**src/rtl/lvds_ser_pkg.sv**
```systemverilog
package lvds_ser_pkg;

  localparam int unsigned FRAME_BITS = 7;
  localparam int unsigned DATA_LANES = 4;
  localparam int unsigned COLOR_W    = 8;

  typedef logic [FRAME_BITS-1:0] frame_t;

  typedef enum logic [1:0] {
    MAP_18        = 2'd0,
    MAP_24_COMPAT = 2'd1,
    MAP_24_STD    = 2'd2,
    MAP_24_STD_B  = 2'd3
  } map_e;

  typedef struct packed {
    logic               de;
    logic               vs;
    logic               hs;
    logic [COLOR_W-1:0] r;
    logic [COLOR_W-1:0] g;
    logic [COLOR_W-1:0] b;
  } pix_t;

  // Frame vector: bit FRAME_BITS-1 is transmitted first.
  function automatic frame_t pack_lane(map_e m, pix_t p, int unsigned lane);
    frame_t f;
    logic   std;
    std = (m == MAP_24_STD) || (m == MAP_24_STD_B);
    f   = '0;
    case (lane)
      0: f = std ? {p.g[0], p.r[5:0]} : {p.g[2], p.r[7:2]};
      1: f = std ? {p.b[1:0], p.g[5:1]} : {p.b[3:2], p.g[7:3]};
      2: f = std ? {p.de, p.vs, p.hs, p.b[5:2]} : {p.de, p.vs, p.hs, p.b[7:4]};
      3: begin
        if (m == MAP_18) f = '0;
        else if (std)    f = {1'b0, p.b[7:6], p.g[7:6], p.r[7:6]};
        else             f = {1'b0, p.b[1:0], p.g[1:0], p.r[1:0]};
      end
      default: f = '0;
    endcase
    return f;
  endfunction

endpackage

```
**src/rtl/pix_holder.sv**
```systemverilog
module pix_holder
  import lvds_ser_pkg::*;
(
  input  logic clk,
  input  logic rst_n,
  input  logic stb_i,
  input  pix_t pix_i,
  output pix_t hold_o,
  output logic valid_o
);

  always_ff @(posedge clk) begin
    if (!rst_n) begin
      hold_o  <= '0;
      valid_o <= 1'b0;
    end else if (stb_i) begin
      hold_o  <= pix_i;
      valid_o <= 1'b1;
    end
  end

  p_capture_r2: assert property (@(posedge clk) disable iff (!rst_n)
    stb_i |=> (hold_o == $past(pix_i)));

  p_hold_keep_r10: assert property (@(posedge clk) disable iff (!rst_n)
    !stb_i |=> (hold_o == $past(hold_o)));

endmodule

```
**src/rtl/frame_timer.sv**
```systemverilog
module frame_timer #(
  parameter int unsigned FRAME_LEN = 7,
  localparam int unsigned PW = $clog2(FRAME_LEN)
) (
  input  logic          clk,
  input  logic          rst_n,
  input  logic          valid_i,
  output logic          load_o,
  output logic          run_o,
  output logic [PW-1:0] pos_o
);

  localparam logic [PW-1:0] LAST = PW'(FRAME_LEN - 1);

  assign load_o = run_o ? (pos_o == LAST) : valid_i;

  always_ff @(posedge clk) begin
    if (!rst_n) begin
      run_o <= 1'b0;
      pos_o <= '0;
    end else if (load_o) begin
      run_o <= 1'b1;
      pos_o <= '0;
    end else if (run_o) begin
      pos_o <= pos_o + 1'b1;
    end
  end

  p_frame_start_r3: assert property (@(posedge clk) disable iff (!rst_n)
    load_o |=> (run_o && pos_o == '0));

  p_run_sticky_r3: assert property (@(posedge clk) disable iff (!rst_n)
    run_o |=> run_o);

endmodule

```
**src/rtl/lane_shifter.sv**
```systemverilog
module lane_shifter #(
  parameter int unsigned FRAME_LEN = 7
) (
  input  logic                 clk,
  input  logic                 rst_n,
  input  logic                 load_i,
  input  logic                 shift_i,
  input  logic [FRAME_LEN-1:0] frame_i,
  output logic                 bit_o
);

  logic [FRAME_LEN-1:0] sreg;

  always_ff @(posedge clk) begin
    if (!rst_n)       sreg <= '0;
    else if (load_i)  sreg <= frame_i;
    else if (shift_i) sreg <= {sreg[FRAME_LEN-2:0], 1'b0};
  end

  assign bit_o = sreg[FRAME_LEN-1];

  p_first_bit_r3: assert property (@(posedge clk) disable iff (!rst_n)
    load_i |=> (bit_o == $past(frame_i[FRAME_LEN-1])));

endmodule

```
**src/rtl/lvds_pixel_serializer.sv**
```systemverilog
module lvds_pixel_serializer
  import lvds_ser_pkg::*;
#(
  parameter logic [FRAME_BITS-1:0] CLK_PATTERN = 7'b1100011
) (
  input  logic                  clk,
  input  logic                  rst_n,
  input  logic                  pix_stb,
  input  logic [COLOR_W-1:0]    pix_r,
  input  logic [COLOR_W-1:0]    pix_g,
  input  logic [COLOR_W-1:0]    pix_b,
  input  logic                  pix_de,
  input  logic                  pix_hs,
  input  logic                  pix_vs,
  input  logic [1:0]            map_mode,
  output logic [DATA_LANES-1:0] lane_data,
  output logic                  lane_clk
);

  localparam int unsigned PW = $clog2(FRAME_BITS);

  pix_t          pix_in;
  pix_t          hold;
  logic          hold_valid;
  logic          frame_load;
  logic          running;
  logic [PW-1:0] bit_pos;
  map_e          mode_now;
  map_e          cur_mode;

  assign pix_in   = '{de: pix_de, vs: pix_vs, hs: pix_hs, r: pix_r, g: pix_g, b: pix_b};
  assign mode_now = map_e'(map_mode);

  pix_holder u_hold (
    .clk    (clk),
    .rst_n  (rst_n),
    .stb_i  (pix_stb),
    .pix_i  (pix_in),
    .hold_o (hold),
    .valid_o(hold_valid)
  );

  frame_timer #(.FRAME_LEN(FRAME_BITS)) u_timer (
    .clk    (clk),
    .rst_n  (rst_n),
    .valid_i(hold_valid),
    .load_o (frame_load),
    .run_o  (running),
    .pos_o  (bit_pos)
  );

  always_ff @(posedge clk) begin
    if (!rst_n)          cur_mode <= MAP_18;
    else if (frame_load) cur_mode <= mode_now;
  end

  for (genvar ln = 0; ln < DATA_LANES; ln++) begin : g_lane
    frame_t lane_frame;
    assign lane_frame = pack_lane(mode_now, hold, ln);

    lane_shifter #(.FRAME_LEN(FRAME_BITS)) u_shift (
      .clk    (clk),
      .rst_n  (rst_n),
      .load_i (frame_load),
      .shift_i(running),
      .frame_i(lane_frame),
      .bit_o  (lane_data[ln])
    );
  end

  lane_shifter #(.FRAME_LEN(FRAME_BITS)) u_clk_lane (
    .clk    (clk),
    .rst_n  (rst_n),
    .load_i (frame_load),
    .shift_i(running),
    .frame_i(CLK_PATTERN),
    .bit_o  (lane_clk)
  );

  p_idle_zero_r1: assert property (@(posedge clk) disable iff (!rst_n)
    !running |-> (lane_data == '0 && !lane_clk));

  p_clk_first_r5: assert property (@(posedge clk) disable iff (!rst_n)
    frame_load |=> lane_clk);

  p_clk_low_r5: assert property (@(posedge clk) disable iff (!rst_n)
    (running && bit_pos == PW'(2)) |-> !lane_clk);

  p_lane3_off_r6: assert property (@(posedge clk) disable iff (!rst_n)
    (running && cur_mode == MAP_18) |-> !lane_data[3]);

  p_spare_zero_r9: assert property (@(posedge clk) disable iff (!rst_n)
    $past(frame_load) |-> !lane_data[3]);

  p_mode_hold_r11: assert property (@(posedge clk) disable iff (!rst_n)
    !frame_load |=> $stable(cur_mode));

endmodule

```
**config.mk**
```make
export PLATFORM = sky130hd
export DESIGN_NAME = lvds_pixel_serializer
export DESIGN_NICKNAME = d
export VERILOG_FILES = /design/src/rtl/lvds_ser_pkg.sv /design/src/rtl/pix_holder.sv /design/src/rtl/frame_timer.sv /design/src/rtl/lane_shifter.sv /design/src/rtl/lvds_pixel_serializer.sv
export SDC_FILE = /design/constraint.sdc
export NUM_CORES = 1
export LEC_CHECK = 0
export ABC_AREA = 0
export BUFFER_PORTS_ARGS = -buffer_cell sky130_fd_sc_hd__buf_2
export CELL_PAD_IN_SITES_DETAIL_PLACEMENT = 1
export CELL_PAD_IN_SITES_GLOBAL_PLACEMENT = 1
export CORE_MARGIN = 2
export CORE_UTILIZATION = 43
export DETAILED_ROUTE_END_ITERATION = 10
export GPL_TIMING_DRIVEN = 1
export HOLD_SLACK_MARGIN = 0.15
export MAX_ROUTING_LAYER = met4
export PLACE_DENSITY_LB_ADDON = 0.05
export SYNTH_ARGS = -nofsm -noshare
export SYNTH_HDL_FRONTEND = slang
export SYNTH_SLANG_ARGS = --single-unit
```
**constraint.sdc**
```tcl
create_clock -name clk -period 3.5 [get_ports clk]
set_input_delay 0.7 -clock clk [delete_from_list [all_inputs] [get_ports clk]]
set_output_delay 0.7 -clock clk [all_outputs]
set_load 0.05 [all_outputs]
```
==> Yosys cells after proc, flatten, opt, wreduce, memory -nomap -nowiden <==
Index checks and enable logic that the tools add are counted.
{ "totals": {"elab_cells": 40, "input_bits": 32, "ff_bits": 67} }
{ "classes": {"add_sub_neg": 1, "n_bitwise": 1, "muxes": 16, "reduce_logical": 4, "eq_ne": 3} }
{ "ops": {"columns": ["op", "n"], "rows": [
  ["$mux W7", 12],
  ["$mux W6", 2],
  ["$eq A2 B2 Y1 const B", 2],
  ["$mux W4", 1],
  ["$add A3 B1 Y3 const B", 1],
  ["$eq A3 B3 Y1 const B", 1],
  ["$logic_not A2 Y1", 1],
  ["$reduce_bool A2 Y1", 1],
  ["$reduce_or A2 Y1", 1],
  ["$logic_or A1 B1 Y1", 1],
  ["$mux W1", 1],
  ["$not A1 Y1", 1]
]} }

==> Logic depth before layout (Yosys ltp) <==
Gate-level depths: netlist (run 1).
{ "depth": {"ltp_word": 5, "depth_mapped": 6, "ltp_nobuf": 5} }

==> Cells and area by module <==
A second synthesis (run 1) with hierarchy kept.
{ "hier_totals": {"cells_unflattened": 295, "hier_area_um2": 3468.3} }
{ "by_module_without_submodules": {"columns": ["mod", "seq_area_each_um2", "n_inst", "area_each_um2", "cells_per_inst"], "rows": [
  ["lane_shifter", 140.1, 5, 364.1, 30],
  ["pix_holder", 560.5, 1, 1066.0, 88],
  ["lvds_pixel_serializer", 0.0, 1, 361.6, 30],
  ["frame_timer", 80.1, 1, 220.2, 27]
]} }

==> Worst setup path after synthesis (run 1) <==
No wires, ideal clock.
{ "synth_timing": {"kind": "input -> register", "from": "input port pix_stb", "to": "register u_hold.hold_o[15] in the netlist's numbering", "arrival_time_ns": 1.388, "setup_time_ns": 0.116, "slack_ns": 1.996, "path_stages": 4, "cell_sequence": "buf_2 -> buf_4 -> mux2i_1 -> nor2b_1"} }
{ "synth_lines": {"columns": ["element", "line", "text"], "rows": [
  ["start, declared", "lvds_pixel_serializer.sv:8", "input logic pix_stb,"],
  ["end signal, assigned", "pix_holder.sv:17", "hold_o <= pix_i;"],
  ["end, declared", "pix_holder.sv:8", "output pix_t hold_o,"]
]} }

==> Worst setup path in the final report (run 1) <==
{ "layout_timing": {"from": "register u_timer.run_o", "to": "register u_timer.pos_o[1]"} }
{ "layout_between": {"elab_chain_cells": 2} }
{ "layout_rtl": {"columns": ["element", "line", "text"], "rows": [
  ["start, declared", "frame_timer.sv:9", "output logic run_o,"],
  ["start signal, assigned", "frame_timer.sv:19", "run_o <= 1'b0;"],
  ["start signal, assigned", "frame_timer.sv:22", "run_o <= 1'b1;"],
  ["$mux W1", "frame_timer.sv:15", "assign load_o = run_o ? (pos_o == LAST) : valid_i;"],
  ["$reduce_or A2 Y1 (no line)", null, null],
  ["end signal, assigned", "frame_timer.sv:25", "pos_o <= pos_o + 1'b1;"],
  ["end, declared", "frame_timer.sv:10", "output logic [PW-1:0] pos_o"]
]} }
Parallel ways exist; a longest one is shown, timed or not.
A chain may end at the register's enable or synchronous reset.

==> results of run 1 <==
[power groups by stage]
stage / Clock (mW) / Sequential [mW] / Combinational, mW
after global routing: 0.582 / 0.851 / 0.247
after floorplan: 0 / 0.851 / 0.185
final: 0.524 / 0.845 / 0.222
after CTS: 0.549 / 0.846 / 0.225
after detailed placement: 0 / 0.862 / 0.224
after global placement: 0 / 0.861 / 0.219
[final cells by class]
cell class	count	area, sq um	share of cell area
clock inverters	3	15.0	0.00448
flip-flops and latches	67	1340	0.401
inverters	2	7.51	0.00224
multi-input cells	205	1530	0.457
well taps	96	120	0.0359
repair buffers	38	195	0.0583
clock buffers	13	139	0.0415
[flip-flops by register name, summed over array words and instances, names as in the netlist]
name and cells:
u_timer.pos_o 3, u_clk_lane.sreg 7, g_lane.u_shift.sreg 28, u_timer.run_o 1
u_hold.hold_o 27, u_hold.valid_o 1
[worst max path at each step]
stage	startpoint	to	slack, ns	depth (start not counted)
6_report	u_timer.run_o	u_timer.pos_o[1]	1.56	3
5_1_grt	u_timer.run_o	u_timer.pos_o[1]	1.33	3
4_1_cts	u_timer.run_o	u_timer.pos_o[1]	1.52	3
3_5_place_dp	map_mode[1]	g_lane[3].u_shift.sreg[4]	1.47	4
3_3_place_gp	map_mode[1]	g_lane[3].u_shift.sreg[5]	1.51	4
2_1_floorplan	pix_stb	u_hold.hold_o[15]	2.00	4
[tightest hold or removal path: cells and delay by family, from the launching register on]
| family | cells | cell delay, ns |
|---|---|---|
| compound gates | 1 | 0.06 |
| simple gates | 1 | 0.06 |
| flops | 1 | 0.31 |
[synth_stat cells]
library cell	n
xor2_1	1
a21boi_4	1
buf_4	8
o21a_1	1
a211oi_1	5
buf_2	10
a21bo_2	1
clkbuf_1	3
nand3_1	26
nor2_1	23
dfxtp_1	67
and3b_1	6
buf_6	2
ha_1	2
nand2_1	2
a211oi_2	11
or2_2	1
a21oi_1	6
o21ai_2	1
o221ai_1	3
nor2_2	1
nor3_1	1
nor2b_1	43
inv_1	2
xnor2_1	1
a22oi_1	3
clkbuf_4	2
nand2_2	1
o221a_2	3
buf_1	2
o21ai_0	5
o211ai_1	3
mux2i_1	33
a21boi_0	2
nand4_1	4
o31ai_1	4
o31ai_2	11
buf_12	1
[cell families (layout without fill, tap and decap cells)]
group           count (synthesis)  after routing  synth area share
mux                            33             33             0.108
flops                          67             67             0.438
compound gates                 60             60             0.184
xor+xnor                        2              2           0.00572
simple gates                  108            108             0.194
fa+ha+maj                       2              2           0.00816
buf+inv                        30             56            0.0633
[layer usage]
layer,track usage,vias up
met5,-,-
met4,0.0496,0
met3,0.0606,8
met2,0.269,34
met1,0.268,1072
li1,-,1117
[metrics by stage]
| step | cells | setup slack [ns] | instance area [sq um] |
|---|---|---|---|
| 2_1_floorplan | 302 | 2.00 | 3070 |
| 3_3_place_gp | 408 | 1.51 | 3190 |
| 3_5_place_dp | 408 | 1.47 | 3190 |
| 4_1_cts | 424 | 1.52 | 3350 |
| 5_1_grt | 424 | 1.33 | 3350 |
| 6_report | 424 | 1.56 | 3350 |
==> out/qor.txt, run 1 <==
Post-Route WL: 6.59 mm
Remaining DRCs: 0
GRT Overall Usage: 0.192
Post-route ant nets: 0
Comb pwr share: 0.139
CP max FO: 25
CP Cell Sequence: a21boi_4 -> o21ai_2 -> a211oi_1
Clk pwr share: 0.329
FILL cells: 807
Hold Crit Class: reg -> reg
Fmax: 516 MHz
Crit. End Element: register
GPL Wtd Cong: 0.779
Die area: 7820 sq um
Worst R2R Setup Slack: 1.56 ns
Max-slew violations: 0
Fin crit share: 0.553
DR iter-0 viols: 89
Met2 WL: 2.77 mm
Width of the die: 88.4 um
Top delay family on crit path: compound AO/OA/AOI/OAI gates
Die Y-Extent: 88.4 um
Htree depth: 3
WP data required: 3.75 ns
Bufs and invs on worst path: 0
Fin util: 0.490
WHS: 0.468 ns
Setup TNS: 0 ns
Final hold vios: 0
WL met1: 3.51 mm
Yosys top cell by area: dfxtp_1
Minimum clock period after layout: 1.94 ns
Top-Level Pins: 37
Wirelength per Cell: 15.5 um
R2R cell count: 3
Worst Path Arrival: 2.18 ns
Pint: 1.16 mW
Synth Cell Area: 3070 sq um
Largest net degree at the start of global routing: 47
Max-cap violations: 0
HPWL Detailed: 4.37 mm
Via count: 2231
Sw power: 0.436 mW
Pwr/cell area: 475 nW/um^2
Post-CTS Setup Repair Bufs: 0
CTS buffer count: 9
Worst-skew pair later-pin latency: 0.33 ns
Sequential share of power: 0.531
Top layer used by detailed routing: met4
Number of core rows: 30
Nets@finish: 357
ANT cells: 0
CORE AREA: 6830 sq um
Seq/Total Area, Yosys: 0.438
Slowest cell on the critical path: a21boi_4
Vias per cell: 5.26
Skew final: 0.00540 ns
CTS Root Cell: clkbuf_8
Setup-failing EPs final: 0
CP peak stage delay: 0.80 ns
Clock sinks: 67
Area Growth Syn to Fin: 9.22%
FF-to-FF Start: u_timer.run_o
Run status: finished clean
Syn_area_per_cell: 10.2 sq um
First-pass GRT wire length: 11.1 mm
RSZ-0062 raised after global routing: false
P_leak: 1.35 nW
Reg-to-reg critical path endpoint: u_timer.pos_o[1]
Total gr overflow: 0
Initial antenna violation count: 0
Initial core utilization: 0.449
Setup CP Type: reg -> reg
DRT Pass-1 Iters: 4
Hold EP: g_lane[0].u_shift.sreg[6]
CTS max path bufs: 2
Max_slew headroom: 0.409
Crit start category: register
Switching share of power: 0.274
Overall Power: 1.59 mW
Hold Path Origin: g_lane[0].u_shift.sreg[6]
CTS clk-pin slew, worst paths: 0.07 ns
Synth warnings: 0
Fraction of layout instances using a drive strength above 1: 0.247
# resized after CTS: 0
Synth top area share: 0.438
Most frequent cells in the layout: dfxtp_1 (67), nor2b_1 (43), buf_2 (36), mux2i_1 (33), nand3_1 (26)
Synth top area cells: dfxtp_1 (44%), mux2i_1 (11%), nor2b_1 (8.8%), a211oi_2 (4.5%), o31ai_2 (4.5%)
FF+latch count, synth: 67
CTS tree: done
Port Buf Inserts: 36
Max IR drop VDD: 275 uV
Commonest non-fill, non-tap cell in the layout: dfxtp_1
Syn Inst Count: 302
WL met3: 223 um
Netlist cell types: 38
CTS Hold Bufs: 0
Actual slew at the worst max-slew pin: 0.884 ns
Vias in the first global route: 2186
WHS Path Cells: 2
Syn Nets: 336
(Power assumes the default switching activity.)
==> run 2: changes to the inputs <==
Clock period 3.5 ns to 1.92 ns, I/O delays scaled along.
==> out/qor.txt, run 2 (synthesized netlist as in run 1, its figures left out) <==
P_leak: 1.41 nW (+4.1%)
RSZ-0062 raised after global routing: false
Comb pwr share: 0.144 (+0.005)
Setup TNS: 0 ns (unchanged)
Initial core utilization: 0.449 (unchanged)
Area Growth Syn to Fin: 12.6%
CORE AREA: 6830 sq um (unchanged)
Sw power: 0.815 mW (+87%)
Switching share of power: 0.271 (-0.00345)
Commonest non-fill, non-tap cell in the layout: dfxtp_1
Hold Crit Class: in -> reg
# resized after CTS: 0 (unchanged)
Placed cell count: 416 (+2.0%)
ANT cells: 0 (unchanged)
Clock sinks: 67 (unchanged)
GPL Wtd Cong: 0.695 (-11%)
Non-filler instance count after layout: 432 (+1.9%)
Skew final: 0.00810 ns (+0.00270 ns)
WP data required: 2.17 ns (-1.58 ns)
CTS Root Cell: clkbuf_8
WHS Path Cells: 3 (+1)
Top-Level Pins: 37 (unchanged)
Max reg flops: 28 (unchanged)
R2R cell count: 3 (unchanged)
Wirelength per Cell: 15.4 um (-0.90%)
Die area: 7820 sq um (unchanged)
Fraction of layout instances using a drive strength above 1: 0.268 (+0.0209)
Remaining DRCs: 0 (unchanged)
CP max FO: 16 (-36%)
CTS max path bufs: 2 (unchanged)
Hold Path Origin: pix_r[4]
Htree depth: 3 (unchanged)
Max-slew violations: 0 (unchanged)
Max IR drop VDD: 317 uV (+15%)
Run status: finished clean
GRT Overall Usage: 0.194 (+0.00252)
Reg-to-reg critical path endpoint: g_lane[1].u_shift.sreg[4]
FF-to-FF Start: u_timer.run_o
First-pass GRT wire length: 11.2 mm (+0.25%)
Final hold vios: 0 (unchanged)
Pint: 2.20 mW (+90%)
Post-route ant nets: 0 (unchanged)
Setup-failing EPs final: 0 (unchanged)
Port Buf Inserts: 36 (unchanged)
Worst Path Arrival: 1.98 ns (-0.20 ns)
Setup CP Type: reg -> reg
DRT Pass-1 Iters: 4 (unchanged)
Hold EP: u_hold.hold_o[20]
Max_slew headroom: 0.694 (+0.285)
Worst-skew pair later-pin latency: 0.34 ns (about the same)
CTS clk-pin slew, worst paths: 0.07 ns (about the same)
Total gr overflow: 0 (unchanged)
Via count: 2253 (+0.99%)
Largest net degree at the start of global routing: 35 (-26%)
Crit. End Element: register
DR iter-0 viols: 89 (unchanged)
Minimum clock period after layout: 1.73 ns (-0.206 ns)
HPWL Detailed: 4.74 mm (+8.5%)
Clk pwr share: 0.346 (+0.017)
Fmax: 578 MHz (+12%)
Fin crit share: 0.901 (+0.348)
Biggest regs: g_lane.u_shift.sreg: 28 flops, u_hold.hold_o: 27 flops, u_clk_lane.sreg: 7 flops
Post-CTS Setup Repair Bufs: 0 (unchanged)
Initial antenna violation count: 0 (unchanged)
Actual slew at the worst max-slew pin: 0.456 ns (-0.428 ns)
Sequential share of power: 0.510 (-0.021)
Most frequent cells in the layout: dfxtp_1 (67), nor2b_1 (43), buf_2 (36), mux2i_1 (33), nand3_1 (26)
Biggest register: g_lane.u_shift.sreg
Width of the die: 88.4 um (unchanged)
Pwr/cell area: 873 nW/um^2 (+84%)
CTS Hold Bufs: 0 (unchanged)
Die Y-Extent: 88.4 um (unchanged)
Post-Route WL: 6.65 mm (+0.97%)
Number of core rows: 30 (unchanged)
CTS buffer count: 9 (unchanged)
Crit start category: register
Nets@finish: 365 (+2.2%)
Max-cap violations: 0 (unchanged)
Vias per cell: 5.22 (-0.88%)
Vias in the first global route: 2195 (+0.41%)
Overall Power: 3.01 mW (+89%)
Worst R2R Setup Slack: 0.19 ns (-1.37 ns)
CTS tree: done
-- run 2: changes by cell type in the layout (fill, tap and decap cells not counted), sizes merged --
cell	change
buf	+8
clkbuf	+1
clkinv	-1
-- run 2: cell type report --
cell class                 count  area (sq um)
timing repair buffer          46           280
inverter                       2          7.51
multi-input combinational    205          1530
fill                         815          3380
tap                           96           120
clock inverter                 2          10.0
sequential                    67          1340
clock buffer                  14           163
-- run 2: through the flow --
stage	hold WS, ns	setup slack [ns]	instance area, sq um	util
global route	0.305	0.0367	3450	0.505
floorplan	0.444	0.546	3070	-
detailed placement	0.462	0.206	3280	0.480
finish	0.299	0.189	3450	0.505
global placement	0.453	0.296	3280	0.480
CTS	0.292	0.190	3450	0.505
-- run 2: per-layer routing --
layer  vias to the layer above  track usage  routed length (um)
li1                       1136            -                   -
met1                      1077        0.277                3400
met2                        32        0.271                2980
met3                         8       0.0308                 155
met4                         0       0.0826                 114
met5                         -            -                   0
-- run 2: how the worst max path moves through the flow --
stage / to / depth (start not counted) / startpoint / slack [ns]
2_1_floorplan: u_clk_lane.sreg[1] / 5 / u_timer.pos_o[0] / 0.55
3_3_place_gp: g_lane[0].u_shift.sreg[6] / 3 / u_timer.run_o / 0.30
3_5_place_dp: g_lane[1].u_shift.sreg[4] / 3 / u_timer.run_o / 0.21
4_1_cts: g_lane[1].u_shift.sreg[4] / 3 / u_timer.run_o / 0.19
5_1_grt: g_lane[1].u_shift.sreg[4] / 3 / u_timer.run_o / 0.04
6_report: g_lane[1].u_shift.sreg[4] / 3 / u_timer.run_o / 0.19
-- run 2: critical path, cell delays in order, from the launching register on --
cell and delay [ns]:
dfxtp_1 0.59, or2_2 0.37, nand2_2 0.34, o31ai_2 0.34
-- run 2: power groups by stage --
stage	Combinational (mW)	Clock [mW]	Sequential, mW
detailed placement	0.439	0	1.57
global route	0.481	1.16	1.55
CTS	0.440	1.08	1.54
finish	0.433	1.04	1.54
global placement	0.429	0	1.57
floorplan	0.337	0	1.55
==> run 3: changes to the inputs <==
Clock period 1.92 ns to 1.8 ns, I/O delays scaled along.
==> out/qor.txt, run 3 (synthesized netlist as in run 1, its figures left out) <==
Minimum clock period after layout: 1.62 ns (-0.113 ns)
WHS: 0.280 ns (-0.0186 ns)
Top layer used by detailed routing: met4
Width of the die: 88.4 um (unchanged)
Fmax: 618 MHz (+7.0%)
Clk pwr share: 0.402 (+0.056)
CTS tree: done
Max IR drop VDD: 470 uV (+48%)
Largest net degree at the start of global routing: 53 (+51%)
Initial antenna violation count: 0 (unchanged)
Biggest regs: g_lane.u_shift.sreg: 28 flops, u_hold.hold_o: 27 flops, u_clk_lane.sreg: 7 flops
# resized after CTS: 0 (unchanged)
CTS buffer count: 9 (unchanged)
Top-Level Pins: 37 (unchanged)
Crit. End Element: register
Run status: finished clean
Final hold vios: 0 (unchanged)
CTS Root Cell: clkbuf_8
Initial core utilization: 0.449 (unchanged)
Fin crit share: 0.899 (-0.00288)
Vias per cell: 5.13 (-1.6%)
Worst Path Arrival: 1.81 ns (-0.17 ns)
Wirelength per Cell: 15.5 um (+0.61%)
GPL Wtd Cong: 0.709 (+2.1%)
Worst-skew pair later-pin latency: 0.33 ns (about the same)
Top delay family on crit path: compound AO/OA/AOI/OAI gates
CP peak stage delay: 0.37 ns (-0.22 ns)
RSZ-0062 raised after global routing: false
Bufs and invs on worst path: 1 (+1)
Total gr overflow: 0 (unchanged)
Skew final: 0.00812 ns (+0.0000215 ns)
CP max FO: 9 (-7)
Commonest non-fill, non-tap cell in the layout: dfxtp_1
Area Growth Syn to Fin: 15.1%
Port Buf Inserts: 36 (unchanged)
Max-cap violations: 0 (unchanged)
Overall Power: 3.53 mW (+17%)
Most frequent cells in the layout: dfxtp_1 (67), nor2b_1 (43), buf_2 (36), mux2i_1 (33), nand3_1 (26)
CTS clk-pin slew, worst paths: 0.08 ns (about the same)
WL met3: 162 um (+4.5%)
Hold Crit Class: in -> reg
Max reg flops: 28 (unchanged)
Slowest cell on the critical path: dfxtp_1
Sw power: 0.896 mW (+9.9%)
Remaining DRCs: 0 (unchanged)
Clock sinks: 67 (unchanged)
Post-route ant nets: 0 (unchanged)
First-pass GRT wire length: 11.4 mm (+2.2%)
Via count: 2221 (-1.4%)
Comb pwr share: 0.133 (-0.011)
Setup TNS: 0 ns (unchanged)
Max-slew violations: 0 (unchanged)
Fraction of layout instances using a drive strength above 1: 0.276 (+0.00811)
Met2 WL: 2.87 mm (-3.7%)
Die Y-Extent: 88.4 um (unchanged)
Sequential share of power: 0.464 (-0.046)
ANT cells: 0 (unchanged)
P_leak: 1.44 nW (+2.4%)
Pint: 2.63 mW (+20%)
Max_slew headroom: 0.704 (+0.00942)
WL met1: 3.57 mm (+5.1%)
Switching share of power: 0.254 (-0.0165)
Htree depth: 3 (unchanged)
Placed cell count: 417 (+0.24%)
WP data required: 2.00 ns (-0.17 ns)
Number of core rows: 30 (unchanged)
Non-filler instance count after layout: 433 (+0.23%)
Post-Route WL: 6.71 mm (+0.84%)
CORE AREA: 6830 sq um (unchanged)
Post-CTS Setup Repair Bufs: 0 (unchanged)
CTS max path bufs: 2 (unchanged)
Setup CP Type: reg -> reg
GRT Overall Usage: 0.195 (+0.000634)
CTS Hold Bufs: 0 (unchanged)
Actual slew at the worst max-slew pin: 0.443 ns (-0.0130 ns)
Biggest register: g_lane.u_shift.sreg
Die area: 7820 sq um (unchanged)
DRT Pass-1 Iters: 4 (unchanged)
DR iter-0 viols: 79 (-11%)
HPWL Detailed: 4.62 mm (-2.7%)
CP Cell Sequence: inv_1 -> ha_1 -> a21bo_2 -> nand3_1 -> o221ai_1
Pwr/cell area: 1000 nW/um^2 (+15%)
Setup-failing EPs final: 0 (unchanged)
Vias in the first global route: 2294 (+4.5%)
Crit start category: register
Nets@finish: 366 (+0.27%)
[run 3: changes by cell type in the layout (fill, tap and decap cells not counted)]
cell / change
buf_12: +1
bufinv_16: +2
clkbuf_1: -2
clkinv_2: -1
clkinvlp_4: +1
[run 3: path summary, 6_finish.rpt]
check                                 start                        end  slack (ns)  depth (start not counted)
setup / recovery           u_timer.pos_o[0]  g_lane[3].u_shift.sreg[5]        0.18                          5
hold / removal                     pix_g[2]          u_hold.hold_o[10]        0.28                          3
setup reg to reg           u_timer.pos_o[0]  g_lane[3].u_shift.sreg[5]        0.18                          5
hold reg to reg   g_lane[1].u_shift.sreg[6]  g_lane[1].u_shift.sreg[6]        0.47                          2
[run 3: power by group through the flow]
stage / clock [mW] / sequential [mW] / combinational (mW)
final: 1.42 / 1.64 / 0.470
after global routing: 1.53 / 1.65 / 0.520
after CTS: 1.46 / 1.64 / 0.476
after detailed placement: 0 / 1.67 / 0.473
after global placement: 0 / 1.67 / 0.463
after floorplan: 0 / 1.66 / 0.360
[run 3: area by class of cell]
type / count / area [sq um]
well taps: 96 / 120
fillers: 792 / 3300
clock inverters: 4 / 72.6
clock buffers: 12 / 155
inverters: 2 / 7.51
multi-input cells: 205 / 1530
repair buffers: 47 / 300
flip-flops and latches: 67 / 1340
[run 3: per-stage QoR]
| stage | instance area, sq um | utilization | setup WS [ns] |
|---|---|---|---|
| 6_report | 3530 | 0.516 | 0.183 |
| 5_1_grt | 3530 | 0.516 | 0.0837 |
| 4_1_cts | 3530 | 0.516 | 0.162 |
| 3_5_place_dp | 3300 | 0.483 | 0.179 |
| 3_3_place_gp | 3300 | 0.483 | 0.228 |
| 2_1_floorplan | 3070 | - | 0.426 |
[run 3: routing by layer]
| layer | global-route usage | up-vias |
|---|---|---|
| met5 | - | - |
| met4 | 0.0716 | 0 |
| met3 | 0.0345 | 9 |
| met2 | 0.272 | 30 |
| met1 | 0.281 | 1050 |
| li1 | - | 1132 |
[run 3: worst min-delay path, delay by kind of cell]
family        cells  cell delay, ns
simple gates      1            0.09
buf+inv           1            0.07
mux               1            0.05
